$ cat config.mk
export PLATFORM = sky130hd
export DESIGN_NAME = sipo_store_reg
export DESIGN_NICKNAME = d
export VERILOG_FILES = /design/src/rtl/sipo_store_pkg.sv /design/src/rtl/sipo_mode_ctrl.sv /design/src/rtl/sipo_shift_stage.sv /design/src/rtl/sipo_store_stage.sv /design/src/rtl/sipo_store_reg.sv
export SDC_FILE = /design/constraint.sdc
export NUM_CORES = 1
export LEC_CHECK = 0
export BUFFER_PORTS_ARGS = -buffer_cell sky130_fd_sc_hd__buf_2
export CORE_ASPECT_RATIO = 2
export CORE_UTILIZATION = 46
export CTS_CLUSTER_DIAMETER = 100
export DETAILED_ROUTE_END_ITERATION = 12
export MAX_ROUTING_LAYER = met4
export PLACE_DENSITY_LB_ADDON = 0.2
export SETUP_SLACK_MARGIN = 0.05
export SLEW_MARGIN = 5
export SYNTH_ARGS = -nofsm -noshare
export SYNTH_HDL_FRONTEND = slang
export SYNTH_SLANG_ARGS = --single-unit
$ cat constraint.sdc
create_clock -name clk -period 2.7 [get_ports clk]
set_input_delay 0.27 -clock clk [delete_from_list [all_inputs] [get_ports clk]]
set_output_delay 0.27 -clock clk [all_outputs]
set_load 0.1 [all_outputs]
$ cat src/rtl/sipo_store_pkg.sv
package sipo_store_pkg;

  typedef enum logic [1:0] {
    OP_HOLD  = 2'd0,
    OP_SHIFT = 2'd1,
    OP_LOAD  = 2'd2
  } sr_op_e;

endpackage

$ cat src/rtl/sipo_mode_ctrl.sv
module sipo_mode_ctrl
  import sipo_store_pkg::*;
(
  input  logic   clk,
  input  logic   rst,
  input  logic   sel_n,
  input  logic   wr_n,
  input  logic   shift_en,
  input  logic   store_en,
  output sr_op_e sr_op,
  output logic   capture
);

  always_comb begin
    sr_op = OP_HOLD;
    if (!sel_n && shift_en) begin
      sr_op = wr_n ? OP_LOAD : OP_SHIFT;
    end
  end

  assign capture = store_en && !sel_n && !wr_n;

  // a capture never coincides with a load-back
  assert_capture_excl_R7: assert property (@(posedge clk) disable iff (rst)
    capture |-> (sr_op != OP_LOAD));

  // a deselected block issues no shift-register operation
  assert_deselect_hold_R5: assert property (@(posedge clk) disable iff (rst)
    sel_n |-> (sr_op == OP_HOLD && !capture));

endmodule

$ cat src/rtl/sipo_shift_stage.sv
module sipo_shift_stage
  import sipo_store_pkg::*;
#(
  parameter int WIDTH = 16
) (
  input  logic             clk,
  input  logic             rst,
  input  sr_op_e           sr_op,
  input  logic             sdi,
  input  logic [WIDTH-1:0] load_val,
  output logic [WIDTH-1:0] sr_q
);

  localparam int MSB = WIDTH - 1;

  logic [WIDTH-1:0] shifted;

  for (genvar g = 0; g < WIDTH; g++) begin : g_bit
    if (g == MSB) begin : g_top
      assign shifted[g] = sdi;
    end else begin : g_mid
      assign shifted[g] = sr_q[g+1];
    end
  end

  always_ff @(posedge clk) begin
    if (rst) begin
      sr_q <= '0;
    end else begin
      unique case (sr_op)
        OP_SHIFT: sr_q <= shifted;
        OP_LOAD:  sr_q <= load_val;
        default:  sr_q <= sr_q;
      endcase
    end
  end

  // MSB takes the serial input, the rest move one place down
  assert_shift_right_R2: assert property (@(posedge clk) disable iff (rst)
    (sr_op == OP_SHIFT) |=>
      (sr_q[MSB] == $past(sdi)) && (sr_q[MSB-1:0] == $past(sr_q[MSB:1])));

  // load-back copies the stored word
  assert_load_back_R4: assert property (@(posedge clk) disable iff (rst)
    (sr_op == OP_LOAD) |=> (sr_q == $past(load_val)));

  // no operation, no change
  assert_sr_hold_R6: assert property (@(posedge clk) disable iff (rst)
    (sr_op == OP_HOLD) |=> $stable(sr_q));

  // reset clears the shift register
  assert_sr_reset_R1: assert property (@(posedge clk)
    rst |=> (sr_q == '0));

endmodule

$ cat src/rtl/sipo_store_stage.sv
module sipo_store_stage #(
  parameter int WIDTH = 16
) (
  input  logic             clk,
  input  logic             rst,
  input  logic             capture,
  input  logic [WIDTH-1:0] sr_in,
  output logic [WIDTH-1:0] st_q
);

  always_ff @(posedge clk) begin
    if (rst) begin
      st_q <= '0;
    end else if (capture) begin
      st_q <= sr_in;
    end
  end

  // capture takes the pre-edge shift register value
  assert_capture_R7: assert property (@(posedge clk) disable iff (rst)
    capture |=> (st_q == $past(sr_in)));

  // no capture, no change
  assert_store_hold_R8: assert property (@(posedge clk) disable iff (rst)
    !capture |=> $stable(st_q));

  // reset clears the storage register
  assert_st_reset_R1: assert property (@(posedge clk)
    rst |=> (st_q == '0));

endmodule

$ cat src/rtl/sipo_store_reg.sv
module sipo_store_reg
  import sipo_store_pkg::*;
#(
  parameter int WIDTH = 16
) (
  input  logic             clk,
  input  logic             rst,
  input  logic             sel_n,
  input  logic             wr_n,
  input  logic             shift_en,
  input  logic             store_en,
  input  logic             sdi,
  output logic             sdo,
  output logic [WIDTH-1:0] par_out
);

  sr_op_e           sr_op;
  logic             capture;
  logic [WIDTH-1:0] sr_q;
  logic [WIDTH-1:0] st_q;

  sipo_mode_ctrl ctrl_i (
    .clk      (clk),
    .rst      (rst),
    .sel_n    (sel_n),
    .wr_n     (wr_n),
    .shift_en (shift_en),
    .store_en (store_en),
    .sr_op    (sr_op),
    .capture  (capture)
  );

  sipo_shift_stage #(.WIDTH(WIDTH)) shift_i (
    .clk      (clk),
    .rst      (rst),
    .sr_op    (sr_op),
    .sdi      (sdi),
    .load_val (st_q),
    .sr_q     (sr_q)
  );

  sipo_store_stage #(.WIDTH(WIDTH)) store_i (
    .clk     (clk),
    .rst     (rst),
    .capture (capture),
    .sr_in   (sr_q),
    .st_q    (st_q)
  );

  assign sdo     = sr_q[0];
  assign par_out = st_q;

  // a shift without a capture leaves the parallel outputs steady
  assert_par_steady_R9: assert property (@(posedge clk) disable iff (rst)
    (!sel_n && !wr_n && shift_en && !store_en) |=> $stable(par_out));

  // after a shift the serial output shows the old bit 1
  assert_sdo_order_R3: assert property (@(posedge clk) disable iff (rst)
    (!sel_n && !wr_n && shift_en) |=> (sdo == $past(sr_q[1])));

endmodule

* Yosys cells after proc, flatten, opt, wreduce, memory -nomap -nowiden
Cells that the tools add are included.
Word-level totals: flip-flop bits (word level) 32, bits of input ports 7, word-level logic and storage cells 13
Operators by class: equality and inequality tests 2, mux-type cells 3, reduce and logical (&&, ||, !) cells 6
Operators by type and width (count):
- $pmux 16 s2 | 1
- $mux 2 | 2
- $logic_and 1x1->1 | 3
- $eq 2x1->1 const B | 1
- $eq 2x2->1 const B | 1
- $logic_not 1->1 | 2
- $reduce_bool 2->1 | 1

* Depth between registers and ports, before layout
depth in word-level cells 5, depth in mapped cells 6, mapped depth without buffers 3

* By module
From an unflattened synthesis, not the netlist that was laid out.
Second synthesis, totals: cell total of the unflattened synthesis 128, area, all modules 1426.4 µm²
Modules (own cells, without submodules):
- sipo_shift_stage | times used 1, cells each 73, area an instance 822.0 µm²
- sipo_store_stage | times used 1, cells each 52, area an instance 580.6 µm²
- sipo_mode_ctrl | times used 1, cells each 3, area an instance 23.8 µm²

* Least setup slack after synthesis
OpenSTA, ideal clock, no wires.
kind register to register, start point reg store_i.st_q[10], end point reg shift_i.sr_q[10], library setup time 86 ps, arrival 1351 ps, path slack 1264 ps, stages on the path, launching flop included 3, buffers on the path 0, period minus slack after synthesis 1436 ps, cell sequence dfxtp_1 > mux2i_1 > a211oi_1
On the way: word-level cells in the longest chain between the ends 1
RTL lines:
- from (decl) | RTL line sipo_store_stage.sv:8 | output logic [WIDTH-1:0] st_q
- from (signal assigned) | RTL line sipo_store_stage.sv:15 | st_q <= sr_in;
- $pmux 16 s2 | RTL line sipo_shift_stage.sv:30 | unique case (sr_op)
- to (signal assigned) | RTL line sipo_shift_stage.sv:31 | OP_SHIFT: sr_q <= shifted;
- to (signal assigned) | RTL line sipo_shift_stage.sv:32 | OP_LOAD: sr_q <= load_val;
- to (signal assigned) | RTL line sipo_shift_stage.sv:33 | default: sr_q <= sr_q;
- to (decl) | RTL line sipo_shift_stage.sv:11 | output logic [WIDTH-1:0] sr_q
No other way between the ends. A chain may end at the register's enable or synchronous reset.

* Worst setup path after layout
start point in wr_n, end point reg store_i.st_q[4]
On the way: word-level cells in the longest chain between the ends 2
RTL lines:
- from (decl) | RTL line sipo_store_reg.sv:9 | input logic wr_n,
- $logic_not 1->1 | RTL line sipo_mode_ctrl.sv:21 | assign capture = store_en && !sel_n && !wr_n;
- $logic_and 1x1->1 | RTL line sipo_mode_ctrl.sv:21
No other way between the ends.

==> results.yml <==
logic_synthesis:
  synth_area_per_cell_um2: 9.46
  synthAdderAreaFrac_pct: 0
  ys_warn_count: 0
  ys_ff_latch: 32
  syn_area_um2: 1350
  synth_compound_area_share_pct: 17.6
  ys_seq_area_share_pct: 47.4
  synth_top_family_by_area: "simple AND/OR/NAND/NOR gates"
  post_synth_mux_area_share_pct: 11.8
  syn_nets: 150
  synth-simple-area-share_pct: 17.7
  synthXorXnorAreaFrac_pct: 0
  synthTopCellsByArea: "dfxtp_1 47%, mux2i_1 12%, a211oi_1 8.9%"
  synth_top_area_cell: "dfxtp_1"
  netlist_instances: 143
  ys_types: 15
  synth_top_cell_area_share_pct: 47.4
power:
  powerDensity_nw_per_um2: 640
  p_total_uw: 980
  ir_drop_mv: 0.333
  total_leakage_power_uw: 0.000605
routing:
  drt-vias-per-instance: 5.31
  wl_um: 2480
  drc: 0
  first_pass_iters: 4
  drt-met1-wl_um: 1060
  drtAntennaViolNets: 0
  wl_per_cell_um: 12.9
  met3WireLength_um: 77
  top_layer_used: "met4"
  num_vias: 1020
  wl_met2_um: 1290
  drt-initial-drc-count: 20
status:
  outcome: "finished clean"
sta:
  drv_slew: 0
  fin_tns_setup_ns: 0
  hold_viol: 0
  skew_ns: 0.00479
  post-route-period-util_pct: 55.4
  tightest_slew_ns: 0.763
  setup_viol: 0
  min_period_ns: 1.50
  slew_headroom_pct: 49.1
  rsz0062_at_grt: "no"
  fmax_mhz: 668
finish:
  fill_cells: 257
  final_layout_size_suffix_gt1_share_pct: 33.1
  finalInstanceArea_um2: 1530
  multi_input_area_um2: 639
  final_util_pct: 55.3
  ff_latch_area_um2: 641
  area_delta_synth_final_pct: 13.2
  fin_nets: 169
  diodes: 0
global_route:
  antenna_found_initial: 0
  grt_remaining_overflow: 0
  grt_max_degree: 33
  grtUsageTotal_pct: 19.2
  grt_pass1_wl_um: 4220
  grt_pass1_vias: 963
floorplan:
  io_pins: 24
  die_x_um: 40.3
  core_area_um2: 2770
  die-height_um: 78.7
  rows: 27
  initial_core_util_pct: 48.8
  design.die.area_um2: 3170
worst_hold_path:
  hold_class: "in2reg"
  hold_end: "shift_i.sr_q[15]$_SDFFE_PP0P_"
  holdPathStages: 3
  hold_path_startpoint: "sdi"
placed_design:
  post-dp-hpwl_um: 1580
  portBuffers: 23
  gp_congestion: 0.727
  dpl-instance-area_um2: 1440
setup_path:
  r2r.worst_path.cells: 2
  rrSetupSlack_ns: 1.90
  worstPathRequired_ns: 2.90
  crit_arrival_ns: 1.70
  startpoint_type: "input pin"
  cp_max_fo: 18
  cp-end-kind: "register"
  crit_type: "in2reg"
  timing.rr.start: "store_i.st_q[13]$_SDFFE_PP0P_"
  rr_endpoint: "shift_i.sr_q[13]$_SDFFE_PP0P_"
cts:
  htreeDepth: 2
  cts_inserted_buffers: 5
  cts_setup_buffers: 0
  ctsHoldBuffers: 0
  cts_tree: "built"
  clock-sinks: 32
  clkLatencyLatePin_ns: 0.28
  cts_resized: 0
  clk_pin_slew_ns: 0.06
  root_buffer: "clkbuf_8"
  cts_max_path_buffers: 2
run:
  drv_cap: 0
==> metrics by stage <==
step           instances  setup slack, ns  hold WS, ns
2_1_floorplan        143             1.26        0.343
3_3_place_gp         184            0.957        0.454
3_5_place_dp         184            0.889        0.460
4_1_cts              192             1.18        0.354
5_1_grt              192             1.06        0.381
6_report             192             1.20        0.353
==> area by class of cell <==
class | instances | area share, %
flip-flops and latches | 32 | 41.8
multi-input cells | 99 | 41.7
repair buffers | 24 | 8.01
clock buffers | 6 | 5.39
well taps | 29 | 2.37
clock inverters | 2 | 0.654
==> sequential cells by signal, indices dropped and copies added (netlist names) <==
register,count
store_i.st_q,16
shift_i.sr_q,16
==> critical path: stages <==
cell and delay [ns]:
buf_2 0.44, or3b_1 0.70, nand2_1 0.12, a21oi_1 0.16
==> placed cells by master, fill, tap and decap left out <==
master and count:
a211oi_1 16, a21oi_1 6, a21oi_2 10, buf_2 23
buf_4 1, clkbuf_8 6, clkinv_2 2, dfxtp_1 32
mux2i_1 16, nand2_1 22, nand2_2 10, nor2_1 16
nor2b_2 1, nor3b_4 1, or3b_1 1
==> how the worst max path moves through the flow <==
stage | startpoint | to | slack (ns) | depth (start not counted)
after floorplan | store_i.st_q[10]$_SDFFE_PP0P_ | shift_i.sr_q[10]$_SDFFE_PP0P_ | 1.26 | 2
after global placement | wr_n | store_i.st_q[0]$_SDFFE_PP0P_ | 0.96 | 4
after detailed placement | wr_n | store_i.st_q[4]$_SDFFE_PP0P_ | 0.89 | 4
after CTS | wr_n | store_i.st_q[4]$_SDFFE_PP0P_ | 1.18 | 4
after global routing | wr_n | store_i.st_q[2]$_SDFFE_PP0P_ | 1.06 | 4
final | wr_n | store_i.st_q[4]$_SDFFE_PP0P_ | 1.20 | 4
==> report_power, final <==
group | internal, µW | switching (µW)
sequential | 490 | 13.9
combinational | 30.5 | 75.9
clock | 203 | 166
==> cells by family (layout without fill, tap and decap cells) <==
kind of cell | Yosys count | after routing
DFF | 32 | 32
buffers and inverters | 12 | 32
muxes | 16 | 16
AOI/OAI and AO/OA | 32 | 32
and+or+nand+nor | 51 | 51
==> cell usage after synthesis <==
cell type   n
clkbuf_1    5
mux2i_1    16
nor2_1     16
dfxtp_1    32
buf_6       3
buf_4       1
a21oi_1     6
a21oi_2    10
buf_2       3
or3b_1      1
nand2_1    22
nor2b_1     1
nand2_2    10
a211oi_1   16
nor3b_4     1
==> per-layer routing <==
metal  GRT usage (%)  up-vias
met5               -        -
met1            20.6      471
met2            30.3       17
li1                -      527
met4            9.00        0
met3            5.93        5
Power figures use the tool's default switching activity.
